`src/rtl/tdf_pkg.sv`:
```
package tdf_pkg;
  localparam int STAT_W   = 16;
  localparam int RDY_BIT  = 15;
  localparam int WRAP_BIT = 13;
  localparam int LAST_BIT = 11;
  localparam int CRC_BIT  = 10;

  localparam int KICK_BIT = 24;
  localparam int GTS_BIT  = 0;
  localparam int FDX_BIT  = 2;

  localparam int EVT_STOP = 0;
  localparam int EVT_DONE = 1;
  localparam int EVT_W    = 2;

  localparam logic [1:0] REG_CTRL = 2'd0;
  localparam logic [1:0] REG_KICK = 2'd1;
  localparam logic [1:0] REG_EVT  = 2'd2;

  typedef enum logic [2:0] {
    S_IDLE, S_FETCH, S_CHECK, S_BRD, S_BCAP, S_SEND, S_WB
  } seq_state_e;
endpackage

```
`src/rtl/tdf_regs.sv`:
```
module tdf_regs
  import tdf_pkg::*;
(
  input  logic              clk_i,
  input  logic              rst_ni,
  input  logic              wr_i,
  input  logic [1:0]        addr_i,
  input  logic [31:0]       wdata_i,
  input  logic              set_done_i,
  input  logic              set_stop_i,
  input  logic              clr_active_i,
  output logic              gts_o,
  output logic              fdx_o,
  output logic              active_o,
  output logic [EVT_W-1:0]  evt_o
);
  logic             wr_ctrl, wr_kick, wr_evt;
  logic [EVT_W-1:0] evt_set, evt_clr;
  logic             unused_wdata;

  assign wr_ctrl = wr_i && (addr_i == REG_CTRL);
  assign wr_kick = wr_i && (addr_i == REG_KICK) && wdata_i[KICK_BIT];
  assign wr_evt  = wr_i && (addr_i == REG_EVT);

  assign evt_clr = wr_evt ? wdata_i[EVT_W-1:0] : '0;
  always_comb begin
    evt_set           = '0;
    evt_set[EVT_DONE] = set_done_i;
    evt_set[EVT_STOP] = set_stop_i;
  end

  assign unused_wdata = ^{wdata_i[31:KICK_BIT+1], wdata_i[KICK_BIT-1:FDX_BIT+1],
                          wdata_i[FDX_BIT-1:GTS_BIT+1]};

  always_ff @(posedge clk_i or negedge rst_ni) begin
    if (!rst_ni) begin
      gts_o    <= 1'b0;
      fdx_o    <= 1'b0;
      active_o <= 1'b0;
      evt_o    <= '0;
    end else begin
      if (wr_ctrl) begin
        gts_o <= wdata_i[GTS_BIT];
        fdx_o <= wdata_i[FDX_BIT];
      end
      // a kick in the same cycle as an empty-slot halt keeps the ring active
      if (wr_kick)           active_o <= 1'b1;
      else if (clr_active_i) active_o <= 1'b0;
      // set wins over a simultaneous clear
      evt_o <= (evt_o & ~evt_clr) | evt_set;
    end
  end
endmodule

```
`src/rtl/tdf_ring_ptr.sv`:
```
module tdf_ring_ptr #(
  parameter int RING_N = 4,
  localparam int IDX_W = (RING_N > 1) ? $clog2(RING_N) : 1
) (
  input  logic             clk_i,
  input  logic             rst_ni,
  input  logic             adv_i,
  input  logic             wrap_i,
  output logic [IDX_W-1:0] idx_o
);
  localparam logic [IDX_W-1:0] LAST_IDX = IDX_W'(RING_N - 1);

  always_ff @(posedge clk_i or negedge rst_ni) begin
    if (!rst_ni)                        idx_o <= '0;
    else if (adv_i) begin
      if (wrap_i || idx_o == LAST_IDX)  idx_o <= '0;
      else                              idx_o <= idx_o + 1'b1;
    end
  end
endmodule

```
`src/rtl/tdf_seq.sv`:
```
module tdf_seq
  import tdf_pkg::*;
#(
  parameter int ADDR_W = 32,
  parameter int LEN_W  = 16,
  localparam int DESC_W = STAT_W + LEN_W + ADDR_W
) (
  input  logic              clk_i,
  input  logic              rst_ni,
  input  logic              active_i,
  input  logic              gts_i,
  output logic              desc_rd_o,
  output logic              desc_wr_o,
  input  logic [DESC_W-1:0] desc_rdata_i,
  output logic [STAT_W-1:0] desc_wdata_o,
  output logic              buf_rd_o,
  output logic [ADDR_W-1:0] buf_addr_o,
  input  logic [7:0]        buf_rdata_i,
  output logic              tx_valid_o,
  input  logic              tx_ready_i,
  output logic [7:0]        tx_data_o,
  output logic              tx_last_o,
  output logic              tx_crc_o,
  output logic              adv_o,
  output logic              wrap_o,
  output logic              clr_active_o,
  output logic              set_done_o,
  output logic              set_stop_o
);
  seq_state_e        state_q, state_d;
  logic [STAT_W-1:0] stat_q;
  logic [LEN_W-1:0]  len_q, cnt_q;
  logic [ADDR_W-1:0] ptr_q;
  logic [7:0]        byte_q;
  logic              stopped_q;

  logic [STAT_W-1:0] f_stat;
  logic [LEN_W-1:0]  f_len;
  logic [ADDR_W-1:0] f_ptr;
  logic              final_byte;

  assign f_stat = desc_rdata_i[STAT_W-1:0];
  assign f_len  = desc_rdata_i[STAT_W+LEN_W-1:STAT_W];
  assign f_ptr  = desc_rdata_i[DESC_W-1:STAT_W+LEN_W];

  assign final_byte = (cnt_q == len_q - 1'b1);

  always_comb begin
    state_d      = state_q;
    desc_rd_o    = 1'b0;
    desc_wr_o    = 1'b0;
    buf_rd_o     = 1'b0;
    tx_valid_o   = 1'b0;
    tx_last_o    = 1'b0;
    tx_crc_o     = 1'b0;
    adv_o        = 1'b0;
    clr_active_o = 1'b0;
    set_done_o   = 1'b0;
    set_stop_o   = 1'b0;
    case (state_q)
      S_IDLE: begin
        // frame boundary: the only place a graceful stop takes effect
        if (gts_i) set_stop_o = !stopped_q;
        else if (active_i) state_d = S_FETCH;
      end
      S_FETCH: begin
        desc_rd_o = 1'b1;
        state_d   = S_CHECK;
      end
      S_CHECK: begin
        if (!f_stat[RDY_BIT]) begin
          clr_active_o = 1'b1;
          state_d      = S_IDLE;
        end else if (f_len == '0) state_d = S_WB;
        else                      state_d = S_BRD;
      end
      S_BRD: begin
        buf_rd_o = 1'b1;
        state_d  = S_BCAP;
      end
      S_BCAP: state_d = S_SEND;
      S_SEND: begin
        tx_valid_o = 1'b1;
        tx_last_o  = final_byte && stat_q[LAST_BIT];
        tx_crc_o   = final_byte && stat_q[LAST_BIT] && stat_q[CRC_BIT];
        if (tx_ready_i) state_d = final_byte ? S_WB : S_BRD;
      end
      S_WB: begin
        // ready is cleared here, before any later fetch can see it
        desc_wr_o  = 1'b1;
        set_done_o = 1'b1;
        adv_o      = 1'b1;
        state_d    = stat_q[LAST_BIT] ? S_IDLE : S_FETCH;
      end
      default: state_d = S_IDLE;
    endcase
  end

  assign desc_wdata_o = stat_q & ~(STAT_W'(1) << RDY_BIT);
  assign wrap_o       = stat_q[WRAP_BIT];
  assign buf_addr_o   = ptr_q + ADDR_W'(cnt_q);
  assign tx_data_o    = byte_q;

  always_ff @(posedge clk_i or negedge rst_ni) begin
    if (!rst_ni) begin
      state_q   <= S_IDLE;
      stat_q    <= '0;
      len_q     <= '0;
      ptr_q     <= '0;
      cnt_q     <= '0;
      byte_q    <= '0;
      stopped_q <= 1'b0;
    end else begin
      state_q <= state_d;
      if (state_q == S_IDLE) stopped_q <= gts_i;
      if (state_q == S_CHECK) begin
        stat_q <= f_stat;
        len_q  <= f_len;
        ptr_q  <= f_ptr;
        cnt_q  <= '0;
      end
      if (state_q == S_BCAP) byte_q <= buf_rdata_i;
      if (state_q == S_SEND && tx_ready_i) cnt_q <= cnt_q + 1'b1;
    end
  end
endmodule

```
`src/rtl/tdf_tx_engine.sv`:
```
module tdf_tx_engine
  import tdf_pkg::*;
#(
  parameter int RING_N = 4,
  parameter int ADDR_W = 32,
  parameter int LEN_W  = 16,
  localparam int IDX_W  = (RING_N > 1) ? $clog2(RING_N) : 1,
  localparam int DESC_W = STAT_W + LEN_W + ADDR_W
) (
  input  logic              clk_i,
  input  logic              rst_ni,
  input  logic              reg_wr_i,
  input  logic [1:0]        reg_addr_i,
  input  logic [31:0]       reg_wdata_i,
  output logic [EVT_W-1:0]  evt_o,
  output logic              active_o,
  output logic              fdx_o,
  output logic              desc_rd_o,
  output logic              desc_wr_o,
  output logic [IDX_W-1:0]  desc_addr_o,
  input  logic [DESC_W-1:0] desc_rdata_i,
  output logic [STAT_W-1:0] desc_wdata_o,
  output logic              buf_rd_o,
  output logic [ADDR_W-1:0] buf_addr_o,
  input  logic [7:0]        buf_rdata_i,
  output logic              tx_valid_o,
  input  logic              tx_ready_i,
  output logic [7:0]        tx_data_o,
  output logic              tx_last_o,
  output logic              tx_crc_o
);
  logic gts, adv, wrap, clr_active, set_done, set_stop;

  tdf_regs i_regs (
    .clk_i, .rst_ni,
    .wr_i        (reg_wr_i),
    .addr_i      (reg_addr_i),
    .wdata_i     (reg_wdata_i),
    .set_done_i  (set_done),
    .set_stop_i  (set_stop),
    .clr_active_i(clr_active),
    .gts_o       (gts),
    .fdx_o       (fdx_o),
    .active_o    (active_o),
    .evt_o       (evt_o)
  );

  tdf_ring_ptr #(.RING_N(RING_N)) i_ptr (
    .clk_i, .rst_ni,
    .adv_i (adv),
    .wrap_i(wrap),
    .idx_o (desc_addr_o)
  );

  tdf_seq #(.ADDR_W(ADDR_W), .LEN_W(LEN_W)) i_seq (
    .clk_i, .rst_ni,
    .active_i    (active_o),
    .gts_i       (gts),
    .desc_rd_o, .desc_wr_o, .desc_rdata_i, .desc_wdata_o,
    .buf_rd_o, .buf_addr_o, .buf_rdata_i,
    .tx_valid_o, .tx_ready_i, .tx_data_o, .tx_last_o, .tx_crc_o,
    .adv_o       (adv),
    .wrap_o      (wrap),
    .clr_active_o(clr_active),
    .set_done_o  (set_done),
    .set_stop_o  (set_stop)
  );
endmodule

```
`config.mk`:
```
export PLATFORM = sky130hd
export DESIGN_NAME = tdf_tx_engine
export DESIGN_NICKNAME = d
export VERILOG_FILES = /design/src/rtl/tdf_pkg.sv /design/src/rtl/tdf_regs.sv /design/src/rtl/tdf_ring_ptr.sv /design/src/rtl/tdf_seq.sv /design/src/rtl/tdf_tx_engine.sv
export SDC_FILE = /design/constraint.sdc
export NUM_CORES = 1
export LEC_CHECK = 0
export BUFFER_PORTS_ARGS = -buffer_cell sky130_fd_sc_hd__buf_2
export CORE_MARGIN = 2
export CORE_UTILIZATION = 36
export CTS_BUF_LIST = sky130_fd_sc_hd__clkbuf_8 sky130_fd_sc_hd__clkbuf_16
export CTS_CLUSTER_DIAMETER = 100
export DETAILED_ROUTE_END_ITERATION = 16
export SYNTH_ARGS = -nofsm -noshare
export SYNTH_HDL_FRONTEND = slang
export SYNTH_HIERARCHICAL = 1
export SYNTH_SLANG_ARGS = --single-unit
```
`constraint.sdc`:
```
create_clock -name clk_i -period 3.9 [get_ports clk_i]
set_input_delay 0 -clock clk_i [delete_from_list [all_inputs] [get_ports clk_i]]
set_output_delay 0 -clock clk_i [all_outputs]
set_load 0.05 [all_outputs]
```
Word-level counts from Yosys, hierarchy flattened:

Index checks and enable logic that the tools add are counted.

* add/subtract/negate cells: 4
* multiply operators: 0
* divide/modulo/power cells: 0
* $lt $le $gt $ge: 0
* equality and inequality tests: 13
* shifts and indexed selects: 0
* muxes and demuxes: 24
* bitwise gates (word level): 3
* reduce and logical (&&, ||, !) cells: 15

Operator list (number)
* adder 32 x 16 -> 32 bit: 1
* 2-to-1 mux 16 bit: 2
* case mux 3 bit (7 select lines): 1
* 2-to-1 mux 3 bit: 6
* adder 16 x 1 -> 16 bit (second input constant): 1
* == test 16 bit: 1
* zero test 16 bit: 1
* subtractor 16 x 1 -> 16 bit (second input constant): 1
* 2-to-1 mux 1 bit: 13
* == test 3 bit (second input constant): 3
* logical AND 1 bit: 7
* == test 3 x 2 -> 1 bit (second input constant): 2
* inequality test 2 bit (second input constant): 3
* == test 2 bit (second input constant): 2
* 2-to-1 mux 2 bit: 2
* nonzero test 2 bit: 2
* == test 3 x 1 -> 1 bit (second input constant): 1
* zero test 3 bit: 1
* AND reduction 3 bit: 1
* adder 2 x 1 -> 2 bit (second input constant): 1
* bitwise AND 2 bit: 1
* == test 2 x 1 -> 1 bit (second input constant): 1
* zero test 2 bit: 1
* inverter 2 bit: 1
* 3 further kinds: 3

* register bits after elaboration: 98
* latch bits: 0
* memory bits (writable): 0
* ROM bits: 0
* input port bits: 110
* output and inout bits: 68
* logic and storage cells: 71
* memories: 0

Longest topological paths before layout:

* word-level depth: 6
* gate-level depth with buffers: 10
* gate-level depth less buffers: 10

Cells and area by module:

Netlist, hierarchy kept.

By module, submodules not included
* tdf_seq: times used 1, cells each 639, area an instance 5323.9 µm², sequential area each 2277.2 µm²
* tdf_regs: times used 1, cells each 15, area an instance 216.5 µm², sequential area each 125.1 µm²
* tdf_ring_ptr: times used 1, cells each 9, area an instance 97.6 µm², sequential area each 50.0 µm²

Worst setup path before layout:

Ideal clock, no wire load.

* kind: register -> output
* from: reg i_seq.len_q[0]
* to: out tx_crc_o
* data arrival time: 3.253 ns
* required time: 3.900 ns
* path slack: 0.647 ns
* cell stages (with the launch flop): 11
* path buffers: 1
* cells stage by stage: dfrtp_1 > clkbuf_1 > inv_1 > ha_1 > or3b_2 > or4_1 > xnor2_1 > nand4_1 > and4bb_1 > and3_1 > and2_1

* cells in the longest elaborated chain, start to end: 5

RTL lines
* from (decl): line tdf_seq.sv:32 `logic [LEN_W-1:0] len_q, cnt_q;`
* from (signal assigned): line tdf_seq.sv:118 `len_q <= f_len;`
* subtractor 16 x 1 -> 16 bit: line tdf_seq.sv:46 `assign final_byte = (cnt_q == len_q - 1'b1);`
* == test 16 bit: line tdf_seq.sv:46
* logical AND 1 bit (2 in series): line tdf_seq.sv:85 `tx_crc_o = final_byte && stat_q[LAST_BIT] && stat_q[CRC_BIT];`
* 2-to-1 mux 1 bit: line tdf_seq.sv:60 `case (state_q)`
* to (decl): line tdf_tx_engine.sv:30 `output logic tx_crc_o`

No other way between the ends.

Final worst setup path:

Same ends and word-level chain as after synthesis.

==> impl_metrics.env <==
export IMPL_synth_distinct_cells=60
export IMPL_synth_async_reset_ratio=1.00
export IMPL_drc=0
export IMPL_fin_tns_setup_ns=0
export IMPL_min_from="reg_addr_i[1]"
export IMPL_regToRegStartpoint="i_seq/len_q[0]$_DFFE_PN0P_"
export IMPL_grt_ovfl_total=0
export IMPL_cp_required_ns=3.90
export IMPL_timing_final_crit_share=0.869
export IMPL_grt_usage=0.184
export IMPL_worstHoldPathCells=3
export IMPL_dr_first_iter_drc_count=292
export IMPL_multi_input_area_um2=2980
export IMPL_yosysTopAreaCell="dfrtp_1"
export IMPL_fin_ws_ns=0.513
export IMPL_seq_area_frac_synth=0.435
export IMPL_cp_data_arrival_time_ns=3.39
export IMPL_synth_seq_cells=98
export IMPL_leakage_nw=3.86
export IMPL_synth_area_um2=5640
export IMPL_synth_edff_count=0
export IMPL_cp_max_fo=8
export IMPL_maxSlewViolCount=0
export IMPL_holdWs_ns=0.0216
export IMPL_skew_ns=0.00741
export IMPL_synthTopCellsByArea="dfrtp_1 (43%), nand2_1 (14%), xnor2_1 (4.3%)"
export IMPL_worstMarginPinSlew_ns=1.12
export IMPL_fmax_mhz=295
export IMPL_avgSynthCellArea_um2=8.50
export IMPL_routed_wirelength_um=14800
export IMPL_port_buffers=148
export IMPL_netlist_area_leader_share=0.435
export IMPL_row_count=45
export IMPL_wl_per_cell_um=13.6
export IMPL_tritoncts="yes"
export IMPL_vias=5167
export IMPL_grt_pass1_vias=5092
export IMPL_layout_commonest_cell="nand2_1"
export IMPL_io_pins=178
export IMPL_rsz0062_at_grt="no"
export IMPL_final_seq_area_um2=2450
export IMPL_vias_per_cell=4.74
export IMPL_die_y_um=129
export IMPL_drt_pass1_iterations=4
export IMPL_yosysWarnings=6
export IMPL_status="completed"
export IMPL_final_antenna_net_count=0
export IMPL_crit_path_start_kind="register"
export IMPL_die_w_um=129
export IMPL_dp_slack_ns=0.891
export IMPL_core_area_um2=15300
export IMPL_grt_pass1_wl_um=24700
export IMPL_synthFlopType="dfrtp_1"
export IMPL_reg2reg_depth=9
export IMPL_n_antenna_cell=0
export IMPL_syn2layout_area_growth_pct=35.9
export IMPL_slew_headroom=0.254
export IMPL_timing_final_hold_violations=0
export IMPL_clk_pin_slew_ns=0.07
export IMPL_final_cell_mix="nand2_1 (207), buf_2 (147), dfrtp_1 (98)"
export IMPL_nets=1005
export IMPL_syn_nets=793
export IMPL_cap_violations=0
export IMPL_crit_type="reg -> out"
export IMPL_cts_buffers=9
export IMPL_clockRootBuffer="clkbuf_16"
export IMPL_r2r_setup_slack_ns=1.14
export IMPL_final_util=0.502
export IMPL_initial_utilization=0.369
export IMPL_holdPathEnd="i_regs/evt_o[1]$_DFF_PN0_"
export IMPL_regToRegEndpoint="i_seq/state_q[0]$_DFFE_PN0P_"
export IMPL_powerDensity_nw_per_um2=767
export IMPL_place_inst=994
export IMPL_vdd_drop_max_mv=0.751
export IMPL_cts_buffer_depth=2
export IMPL_die_area_um2=16700
export IMPL_gp_congestion=0.858
export IMPL_power_mw=5.88
export IMPL_setup_viol=0
export IMPL_worstHoldPathType="in -> reg"
export IMPL_netlist_instances=663
export IMPL_clkLatencyLatePin_ns=0.35
export IMPL_post_cts_resized=0
export IMPL_end_kind="output port"
export IMPL_htreeDepth=3
export IMPL_fill_cells=1472
export IMPL_dpl_cell_area_um2=6550
export IMPL_drive_gt1_frac=0.210
export IMPL_final_area_um2=7660
export IMPL_antenna_found_initial=0
export IMPL_grt_start_max_net_pins=71
export IMPL_finalNonFillerCells=1091
export IMPL_cts_sinks=98
export IMPL_dp_hpwl_um=10300
export IMPL_finalCriticalPeriod_ns=3.39
[power breakdown]
group | total [mW] | leakage (nW) | switching (mW) | internal [mW]
clock | 0.913 | 0.149 | 0.409 | 0.504
sequential | 1.83 | 1.23 | 0.399 | 1.44
combinational | 3.13 | 2.48 | 2.20 | 0.935
total | 5.88 | 3.86 | 3.00 | 2.88
[Yosys cell counts, types with 2 or more instances]
cell,number
o2111ai_1,2
ha_1,19
and3_1,13
nand3_1,27
nor3b_1,6
dfrtp_1,98
a31oi_1,3
mux2i_1,7
clkbuf_1,28
o21ai_1,2
or4_1,3
o31a_1,2
or2_2,2
nand4_1,6
a221oi_1,2
o21ai_0,29
nor2_1,27
and2_1,4
o211ai_1,5
inv_1,19
a211oi_1,3
buf_4,4
a21oi_1,16
or3_1,7
a21o_1,4
nor3_1,11
a41o_1,2
xor2_1,20
o21a_1,3
nand4b_1,3
nand2b_1,7
nor4_1,6
mux2_2,11
xnor2_1,28
nand2_1,207
nor2b_1,2
o31ai_1,2
[area by class of cell]
cell class | count | area share
tap | 211 | 0.0344
timing repair buffer | 234 | 0.208
clock inverter | 7 | 0.0103
inverter | 19 | 0.00931
multi-input combinational | 513 | 0.389
clock buffer | 9 | 0.0294
sequential | 98 | 0.320
[registers in the layout (all words and copies together), names as in the netlist, 2 cells and up]
signal	flops
i_ptr/idx_o	2
i_regs/evt_o	2
i_seq/cnt_q	16
i_seq/len_q	16
i_seq/ptr_q	32
i_seq/stat_q	15
i_seq/state_q	3
i_seq/tx_data_o	8
[how the worst max path moves through the flow]
stage	start	endpoint	slack [ns]	cells past startpoint
CTS	i_seq/len_q[0]$_DFFE_PN0P_	tx_crc_o	0.50	10
floorplan	i_seq/len_q[0]$_DFFE_PN0P_	tx_crc_o	0.65	10
global placement	i_seq/len_q[0]$_DFFE_PN0P_	tx_crc_o	0.91	10
global route	i_seq/cnt_q[0]$_DFFE_PN0P_	buf_addr_o[18]	0.31	11
finish	i_seq/len_q[0]$_DFFE_PN0P_	tx_crc_o	0.51	10
detailed placement	i_seq/len_q[0]$_DFFE_PN0P_	tx_crc_o	0.89	10
[layer usage]
metal / wire length (µm) / global-route usage / share of wire
met5: 0 / 0 / 0
met4: 119 / 0.0320 / 0.0080
met3: 844 / 0.0487 / 0.057
met2: 6770 / 0.298 / 0.46
met1: 7110 / 0.254 / 0.48
[critical path, stage by stage, from the launching register on]
cell and delay [ns]:
dfrtp_1 0.46, inv_1 0.10, ha_1 0.26, or3b_2 0.47, or4_1 0.49, xnor2_1 0.14, nand4_1 0.11, and4bb_1 0.40
and3_1 0.21, and2_1 0.13, buf_2 0.25
[cell families after synthesis]
logic type                 Yosys count  synth area share
and+or+nand+nor                    341             0.277
DFF                                 98             0.435
AOI/OAI and AO/OA                   85            0.0954
buffers and inverters               52            0.0375
xor gates and xnor gates            48            0.0746
adders and majority gates           20            0.0457
muxes                               18            0.0344
other                                1          0.000665
[timing repair]
action / in CTS / in global routing
hold buffers: 81 / 0
buffers inserted: 0 / 0
endpoints found under the hold margin: 147 / 0
Note: power is estimated with default switching activity, not from simulation.
